### config.mk
export PLATFORM = sky130hd
export DESIGN_NAME = firCellArray
export DESIGN_NICKNAME = d
export VERILOG_FILES = /design/src/rtl/firCellPkg.sv /design/src/rtl/firCellCtrl.sv /design/src/rtl/firMacCell.sv /design/src/rtl/firCellDatapath.sv /design/src/rtl/firCellArray.sv
export SDC_FILE = /design/constraint.sdc
export NUM_CORES = 2
export LEC_CHECK = 0
export BUFFER_PORTS_ARGS = -buffer_cell sky130_fd_sc_hd__buf_2
export CAP_MARGIN = 10
export CORE_MARGIN = 5
export CORE_UTILIZATION = 30
export DETAILED_ROUTE_END_ITERATION = 7
export PLACE_DENSITY = 0.5
export SYNTH_ARGS = -nofsm -noshare
export SYNTH_HDL_FRONTEND = slang
export SYNTH_SLANG_ARGS = --single-unit
### constraint.sdc
create_clock -name clk -period 9.1 [get_ports clk]
set_input_delay 0.455 -clock clk [delete_from_list [all_inputs] [get_ports clk]]
set_output_delay 0.455 -clock clk [all_outputs]
set_load 0.05 [all_outputs]
### src/rtl/firCellPkg.sv
package firCellPkg;
  localparam int OPND_W     = 9;
  localparam int PROD_W     = 2 * OPND_W;
  localparam int DEC_STAGES = 4;
  localparam int SEL_W      = $clog2(DEC_STAGES);

  typedef struct packed {
    logic                  loadSample;
    logic                  shiftCoef;
    logic                  sampleSigned;
    logic                  coefSigned;
    logic [DEC_STAGES-1:0] tapSel;
  } cellStrobes_t;
endpackage

### src/rtl/firCellCtrl.sv
module firCellCtrl
  import firCellPkg::*;
(
  input  logic             dataEn,
  input  logic             coefEn,
  input  logic             sampleSigned,
  input  logic             coefSigned,
  input  logic [SEL_W-1:0] decSel,
  output cellStrobes_t     strobes
);
  // decode the delay select into a one-hot tap choice
  always_comb begin
    strobes              = '0;
    strobes.loadSample   = dataEn;
    strobes.shiftCoef    = coefEn;
    strobes.sampleSigned = sampleSigned;
    strobes.coefSigned   = coefSigned;
    for (int k = 0; k < DEC_STAGES; k++) begin
      strobes.tapSel[k] = (decSel == SEL_W'(k));
    end
  end
endmodule

### src/rtl/firMacCell.sv
module firMacCell
  import firCellPkg::*;
#(
  parameter int ACC_W = 26
) (
  input  logic                  clk,
  input  logic                  rst,
  input  logic                  shiftCoef,
  input  logic                  sampleSigned,
  input  logic                  coefSigned,
  input  logic [DEC_STAGES-1:0] tapSel,
  input  logic                  clear,
  input  logic [OPND_W-1:0]     sampleQ,
  input  logic [OPND_W-1:0]     coefChainIn,
  output logic [OPND_W-1:0]     coefTap,
  output logic [OPND_W-1:0]     coefFwd,
  output logic [ACC_W-1:0]      acc
);
  localparam int EXT_W = ACC_W - PROD_W;

  logic [OPND_W-1:0]        dly [DEC_STAGES];
  logic signed [OPND_W-1:0] opA, opB;
  logic signed [PROD_W-1:0] prod;
  logic [ACC_W-1:0]         prodExt, sum;
  logic                     ovf;

  // coefficient resampling chain
  always_ff @(posedge clk) begin
    if (rst) begin
      for (int k = 0; k < DEC_STAGES; k++) dly[k] <= '0;
    end else if (shiftCoef) begin
      dly[0] <= coefChainIn;
      for (int k = 1; k < DEC_STAGES; k++) dly[k] <= dly[k-1];
    end
  end

  assign coefTap = dly[0];

  always_comb begin
    coefFwd = '0;
    for (int k = 0; k < DEC_STAGES; k++) begin
      if (tapSel[k]) coefFwd = dly[k];
    end
  end

  // operand formatting and multiply
  assign opA     = sampleSigned ? sampleQ : {1'b0, sampleQ[OPND_W-2:0]};
  assign opB     = coefSigned   ? dly[0]  : {1'b0, dly[0][OPND_W-2:0]};
  assign prod    = opA * opB;
  assign prodExt = {{EXT_W{prod[PROD_W-1]}}, prod};
  assign sum     = acc + prodExt;
  assign ovf     = (acc[ACC_W-1] == prodExt[ACC_W-1]) && (sum[ACC_W-1] != acc[ACC_W-1]);

  always_ff @(posedge clk) begin
    if (rst)        acc <= '0;
    else if (clear) acc <= prodExt;
    else            acc <= sum;
  end

  AST_COEF_HOLD: assert property (@(posedge clk) disable iff (rst)
    !shiftCoef |=> ($stable(dly[0]) && $stable(dly[DEC_STAGES-1])));
  AST_UNSIGNED_NONNEG: assert property (@(posedge clk) disable iff (rst)
    (!sampleSigned && !coefSigned) |-> !prod[PROD_W-1]);
  AST_NO_OVERFLOW: assert property (@(posedge clk) disable iff (rst)
    !clear |-> !ovf);
endmodule

### src/rtl/firCellDatapath.sv
module firCellDatapath
  import firCellPkg::*;
#(
  parameter int NUM_CELLS = 8,
  parameter int ACC_W     = 26
) (
  input  logic                       clk,
  input  logic                       rst,
  input  cellStrobes_t               strobes,
  input  logic [NUM_CELLS-1:0]       accClear,
  input  logic [OPND_W-1:0]          sampleIn,
  input  logic [OPND_W-1:0]          coefIn,
  output logic [NUM_CELLS*ACC_W-1:0] accFlat,
  output logic [OPND_W-1:0]          coefCascade
);
  logic [OPND_W-1:0]                 sampleQ;
  logic [NUM_CELLS-1:0][OPND_W-1:0]  coefFwd;
  logic [NUM_CELLS-1:0][OPND_W-1:0]  coefTap;
  logic [NUM_CELLS-1:0][OPND_W-1:0]  chainIn;

  // one sample register broadcast to every cell
  always_ff @(posedge clk) begin
    if (rst)                     sampleQ <= '0;
    else if (strobes.loadSample) sampleQ <= sampleIn;
  end

  AST_SAMPLE_HOLD: assert property (@(posedge clk) disable iff (rst)
    !strobes.loadSample |=> $stable(sampleQ));

  for (genvar i = 0; i < NUM_CELLS; i++) begin : g_cell
    if (i == 0) begin : g_head
      assign chainIn[i] = coefIn;
    end else begin : g_link
      assign chainIn[i] = coefFwd[i-1];
      AST_FWD_LINK: assert property (@(posedge clk) disable iff (rst)
        strobes.shiftCoef |=> (coefTap[i] == $past(coefFwd[i-1])));
    end

    firMacCell #(.ACC_W(ACC_W)) u_cell (
      .clk          (clk),
      .rst          (rst),
      .shiftCoef    (strobes.shiftCoef),
      .sampleSigned (strobes.sampleSigned),
      .coefSigned   (strobes.coefSigned),
      .tapSel       (strobes.tapSel),
      .clear        (accClear[i]),
      .sampleQ      (sampleQ),
      .coefChainIn  (chainIn[i]),
      .coefTap      (coefTap[i]),
      .coefFwd      (coefFwd[i]),
      .acc          (accFlat[i*ACC_W +: ACC_W])
    );
  end

  assign coefCascade = coefFwd[NUM_CELLS-1];
endmodule

### src/rtl/firCellArray.sv
module firCellArray
  import firCellPkg::*;
#(
  parameter int NUM_CELLS = 8,
  parameter int ACC_W     = 26
) (
  input  logic                       clk,
  input  logic                       rst,
  input  logic [OPND_W-1:0]          sampleIn,
  input  logic [OPND_W-1:0]          coefIn,
  input  logic                       sampleSigned,
  input  logic                       coefSigned,
  input  logic                       dataEn,
  input  logic                       coefEn,
  input  logic [SEL_W-1:0]           decSel,
  input  logic [NUM_CELLS-1:0]       accClear,
  output logic [NUM_CELLS*ACC_W-1:0] accOut,
  output logic [OPND_W-1:0]          coefCascade
);
  cellStrobes_t strobes;

  firCellCtrl u_ctrl (
    .dataEn       (dataEn),
    .coefEn       (coefEn),
    .sampleSigned (sampleSigned),
    .coefSigned   (coefSigned),
    .decSel       (decSel),
    .strobes      (strobes)
  );

  firCellDatapath #(.NUM_CELLS(NUM_CELLS), .ACC_W(ACC_W)) u_dp (
    .clk         (clk),
    .rst         (rst),
    .strobes     (strobes),
    .accClear    (accClear),
    .sampleIn    (sampleIn),
    .coefIn      (coefIn),
    .accFlat     (accOut),
    .coefCascade (coefCascade)
  );
endmodule

# After elaboration in Yosys (flattened, before gate mapping)
# Memory sizes are Yosys's and may differ from the RTL's.
# Index checks and enable logic that the tools add are counted.
# word_totals
memories,8
ram_bits,288
ff_bits,217
in_bits,34
# memory_table
name,words,word_bits,rd,rd_clocked_by_memory_dff,wr,line,text
u_dp.g_cell[0].u_cell.dly,4,9,4,0,4,firMacCell.sv:21,logic [OPND_W-1:0] dly [DEC_STAGES];
u_dp.g_cell[1].u_cell.dly,4,9,4,0,4,firMacCell.sv:21,
u_dp.g_cell[2].u_cell.dly,4,9,4,0,4,firMacCell.sv:21,
u_dp.g_cell[3].u_cell.dly,4,9,4,0,4,firMacCell.sv:21,
u_dp.g_cell[4].u_cell.dly,4,9,4,0,4,firMacCell.sv:21,
u_dp.g_cell[5].u_cell.dly,4,9,4,0,4,firMacCell.sv:21,
2 more memories,--,--,--,--,--,--,
# op_classes
reduce_logical,1
n_eq_ne,3
multipliers,8
addsub,8
mux,86
bitwise_logic,32
# op_table
cell,n
$mux W9,73
$add A26 B26 Y26,8
$mux W26,8
$mul A9 B9 Y18,8
$or A1 B1 Y1,32
$mux W1,5
$eq A2 B2 Y1 const B,2
$eq A2 B1 Y1 const B,1
$logic_not A2 Y1,1

# Longest topological paths before layout
# logic_depth
depth_word,6
depth_mapped,33
mapped_depth_nobuf,31

# By module
# A second synthesis with hierarchy kept.
# hier_totals
cells_unflattened,6125
area_unflattened_um2,55470.7
# modules_own_cells
module,seq_area_each_um2,cells_each,n_inst,area_per_inst_um2
firMacCell at u_dp.g_cell[0].u_cell ...,1601.5,757,2,6896.6
firMacCell at u_dp.g_cell[3].u_cell ...,1601.5,755,2,6824.0
firMacCell at u_dp.g_cell[5].u_cell,1601.5,767,1,6991.7
firMacCell at u_dp.g_cell[7].u_cell,1601.5,769,1,6920.4
firMacCell at u_dp.g_cell[6].u_cell,1601.5,771,1,6884.1
firMacCell at u_dp.g_cell[2].u_cell,1601.5,757,1,6857.8
firCellDatapath,180.2,29,1,319.1
firCellCtrl,0.0,8,1,56.3

# Least setup slack after synthesis
# No wires, ideal clock.
# synth_timing
path_kind,input-to-reg
startpoint,input coefSigned
endpoint,register u_dp.g_cell[2].u_cell.acc[25]
slack_ns,1.065
setup_ns,0.070
arrival_ns,7.965
cell_stages,30
path_buffers,1
t_required_ns,9.030
cell_sequence,clkbuf_1 nand2_1 or2_2 fa_1 fa_1 inv_1 fa_1 fa_1 inv_1 fa_1 inv_1 ha_1 a21oi_1 o21bai_1 o31a_1 and4_1 a2111oi_2 a21oi_1 xnor2_1 ha_1 a21oi_1 o21bai_1 a21o_1 a21o_1 a21o_1 a22o_1 a311oi_1 xor2_1 or3_1 a21oi_1
# synth_between
elab_chain_cells,4
# synth_lines
element,line,text
start: declaration,firCellArray.sv:12,"input logic coefSigned,"
$mux W9 *,firMacCell.sv:48,"assign opB = coefSigned ? dly[0] : {1'b0, dly[0][OPND_W-2:0]};"
$mul A9 B9 Y18 *,firMacCell.sv:49,assign prod = opA * opB;
$add A26 B26 Y26,firMacCell.sv:51,assign sum = acc + prodExt;
$mux W26 *,firMacCell.sv:56,else if (clear) acc <= prodExt;
end signal: assignment,firMacCell.sv:56,
end signal: assignment,firMacCell.sv:57,else acc <= sum;
end: declaration,firMacCell.sv:17,output logic [ACC_W-1:0] acc
# Mark *: on every way between the ends. The rest lies on a longest branch, timed or not.
# A chain may end at the register's enable or synchronous reset.

# Worst setup path in the final report
# layout_timing
startpoint,register u_dp.sampleQ[4]
endpoint,register u_dp.g_cell[0].u_cell.acc[25]
# layout_between
elab_chain_cells,4
# layout_lines
element,line,text
start: declaration,firCellDatapath.sv:16,logic [OPND_W-1:0] sampleQ;
start signal: assignment,firCellDatapath.sv:24,else if (strobes.loadSample) sampleQ <= sampleIn;
$mux W9 *,firMacCell.sv:47,"assign opA = sampleSigned ? sampleQ : {1'b0, sampleQ[OPND_W-2:0]};"
$mul A9 B9 Y18 *,firMacCell.sv:49,
$add A26 B26 Y26,firMacCell.sv:51,
$mux W26 *,firMacCell.sv:56,
end signal: assignment,firMacCell.sv:56,
end signal: assignment,firMacCell.sv:57,
end: declaration,firMacCell.sv:17,
# Marks and branches as above.

==> run_results.csv <==
group,metric,value,unit
timing,setup_viol_count_final,0,
setup_path,path_buf_inv,3,
flow_run,drv_cap,0,
power_and_ir_drop,powerDensity,168,mW/mm^2
power_and_ir_drop,p_seq_share,30.0,%
global_routing,grt_overflow_total,0,
place,gp_congestion,0.814,
power_and_ir_drop,p_leak,28.8,nW
die,num_io_pins,251,
place,hpwl,95800,um
setup_path,cp_slowest_stage_delay,0.97,ns
synthesis,syn_area,0.0527,mm^2
timing,holdWs,0.0730,ns
route,ant_nets,0,
setup_path,end_kind,"register",
power_and_ir_drop,vdd.ir_drop.worst,0.000155,V
finish,drive_above_1_share,9.67,%
finish,stdcell_count,7914,
synthesis,synthCells,5402,
synthesis,avgSynthCellArea,9.76,um^2
die,dieWidth,429,um
timing,fin_worst_skew,0.0343,ns
route,wire_per_inst,16.5,um
global_routing,grt_use_total,14.2,%
setup_path,crit_family,"adder cells",
run_status,outcome,"complete, no violations",
place,io_buffers,250,
timing,worstMarginPinSlew,1.21,ns
power_and_ir_drop,internal_power,0.00582,W
clock_network,cts_buffers,73,
clock_network,clockRootBuffer,"clkbuf_16",
timing,min_period,8.53,ns
finish,synthToLayoutAreaGrowth,11.5,%
setup_path,critPathMaxFanout,21,
global_routing,grt_pass1_wl,215000,um
synthesis,synthArstFlopShare,0,%
timing,maxSlewHeadroom,18.9,%
route,totalWireLength,131000,um
synthesis,synth_edf_count,288,
setup_path,crit_slowest_cell,"xnor2_1",
setup_path,start_kind,"register",
route,num_vias,37276,
timing,finalSetupTns,0,ns
finish,fill_cells,17840,
setup_path,worstPathArrival,9.14,ns
timing,hold_viol_final,0,
clock_network,cts.sinks,505,
setup_path,worstPathRequired,9.70,ns
timing,post-route-period-util,93.8,%
global_routing,grt_max_degree,288,
die,core_area,0.174,mm^2
die,num_rows,153,
global_routing,antenna_found_initial,6,
finish,final_nets,6656,
place,dp_cells,7774,
synthesis,ys_seq_elements,505,
route,viasPerCell,4.71,
timing,fmax,117,MHz
clock_network,clkLatencyLatePin,0.68,ns
route,drc_errors,0,
die,die_area,0.184,mm^2
synthesis,yosysWarnings,0,
synthesis,yosys_most_used_dff,"edfxtp_1",
clock_network,htree_levels,3,
die,dieHeight,429,um
global_routing,grt_pass1_vias,38825,
clock_network,cts_tree,"yes",
timing,drv_slew,0,
power_and_ir_drop,switchingPower,0.00403,W
route,dr.first_iter.drc_count,1615,
clock_network,cts_buffer_depth,3,
synthesis,synth-seq-area-share,24.6,%
route,drt-pass1-iter-count,7,
synthesis,ys_types,81,
synthesis,synth_nets,6532,
clock_network,clk_pin_slew,0.06,ns
die,initial_core_util,30.2,%
power_and_ir_drop,swShare,40.9,%
setup_path,path_class,"register to register",
power_and_ir_drop,p_comb_share,41.0,%
power_and_ir_drop,clkPwrFrac,29.0,%
timing,rsz0062_at_grt,"no",
min_path,min_path_type,"primary input to register",
[area by class of cell]
type	count	area, um^2	share of cell area, %
tap	2325	2910	4.95
clock inverter	45	434	0.739
multi-input combinational	3972	36300	61.7
inverter	683	2560	4.36
timing repair buffer	291	1640	2.79
clock buffer	90	1920	3.27
antenna	3	7.51	0.0128
sequential	505	13000	22.1
[worst reg2reg max path: cells and delay by family, from the launching register on]
family                     cells  cell delay [ns]
DFF                            1             0.69
xor gates and xnor gates       2             1.07
buffers and inverters          3             0.14
adders and majority gates      7             3.32
and+or+nand+nor                4             0.92
AOI/OAI and AO/OA             12             2.32
[logic make-up after synthesis]
kind of cell / share of synthesized area, %
simple gates: 15.4
fa+ha+maj: 34.1
buf+inv: 6.58
compound gates: 10.1
flops: 24.6
xor+xnor: 5.43
mux: 3.78
[what timing repair did]
item | in CTS | in global routing
buffers inserted | 0 | 0
hold endpoints to repair | 2 | 0
resized for setup | 0 | 0
hold buffers | 2 | 0
[routing by layer]
metal	track usage, %	vias to the layer above	wire length [um]
met1	19.3	18525	60800
met5	0	-	13
li1	-	18068	-
met3	2.45	123	5730
met2	23.7	558	61700
met4	3.37	2	2510
[power by group through the flow]
| stage | registers, W | clock network, W | logic, W |
|---|---|---|---|
| global placement | 0.00300 | 0 | 0.00404 |
| floorplan | 0.00348 | 0 | 0.00262 |
| global route | 0.00299 | 0.00308 | 0.00454 |
| finish | 0.00295 | 0.00286 | 0.00404 |
| detailed placement | 0.00300 | 0 | 0.00406 |
| CTS | 0.00296 | 0.00299 | 0.00409 |
[cell usage in the layout, fill, tap and decap left out, types with 20 or more instances in the layout]
master     instances
mux2i_1           36
buf_4             35
nand2b_1          30
ha_1             528
a31oi_1           20
nor2b_1           28
a211oi_1          24
xor2_1           107
nor2_1           372
a21o_1           125
or2_2             23
o21a_1            41
a21oi_1          298
and3_1            43
fa_1             568
nand2_1          426
or3_1             29
dfxtp_1          209
o21bai_1          55
clkbuf_16         74
buf_2            247
edfxtp_1         288
inv_1            681
nand3_1           43
xnor2_1          220
mux4_2            72
and2_1           541
nor3_1            30
o21ai_0          110
[stage by stage]
| stage | setup WS, ns | power (W) | utilization [%] | cell area (um^2) |
|---|---|---|---|---|
| final | 0.565 | 0.00985 | 33.7 | 58800 |
| after global routing | 0.0359 | 0.0106 | 33.7 | 58800 |
| after CTS | 0.599 | 0.0100 | 33.7 | 58800 |
| after detailed placement | 0.391 | 0.00706 | 32.3 | 56400 |
| after global placement | 0.484 | 0.00704 | 32.3 | 56400 |
| after floorplan | 1.06 | 0.00610 | - | 52700 |
[flip-flops by register name (all words and copies together) (netlist names)]
signal / flops
u_dp.g_cell.u_cell.dly: 288
u_dp.sampleQ: 9
u_dp.g_cell.u_cell.acc: 208
[Yosys cell counts, drive strengths merged (4+ instances only)]
cell type,n,area [um^2]
o41ai,6,52.6
or3b,4,35.0
nand2b,30,188
nand2,426,1600
a2111oi,12,186
or3,29,181
inv,682,2560
o221ai,5,43.8
o21bai,56,424
clkbuf,221,830
ha,528,6610
o21ai,127,636
mux4,72,1620
a211o,7,61.3
dfxtp,217,4340
a21oi,300,1510
fa,568,11400
mux2i,36,360
a31oi,20,125
o2111ai,4,41.3
a22o,8,70.1
nor2b,29,181
nor2,372,1400
xnor2,220,1930
o31a,8,70.1
edfxtp,288,8650
buf,21,78.8
o31ai,16,135
nand3,43,215
and3,43,269
o311ai,5,43.8
or2,25,156
or4b,6,60.1
o21a,41,308
o211ai,16,120
a21o,125,938
and4,7,63.8
nand4,18,113
a211oi,26,205
a41o,4,40.0
xor2,107,937
a31o,5,43.8
nor3,30,150
nor4,5,31.3
and2,542,3390
[final timing paths]
check | start | to | slack (ns) | cells after the start
setup / recovery | u_dp.sampleQ[4] | u_dp.g_cell[0].u_cell.acc[25] | 0.57 | 28
hold / removal | sampleIn[0] | u_dp.sampleQ[0] | 0.07 | 3
setup reg to reg | u_dp.sampleQ[4] | u_dp.g_cell[0].u_cell.acc[25] | 0.57 | 28
hold reg to reg | u_dp.g_cell[4].u_cell.dly[0][26] | u_dp.g_cell[4].u_cell.dly[0][35] | 0.53 | 1
(Power assumes the default switching activity.)
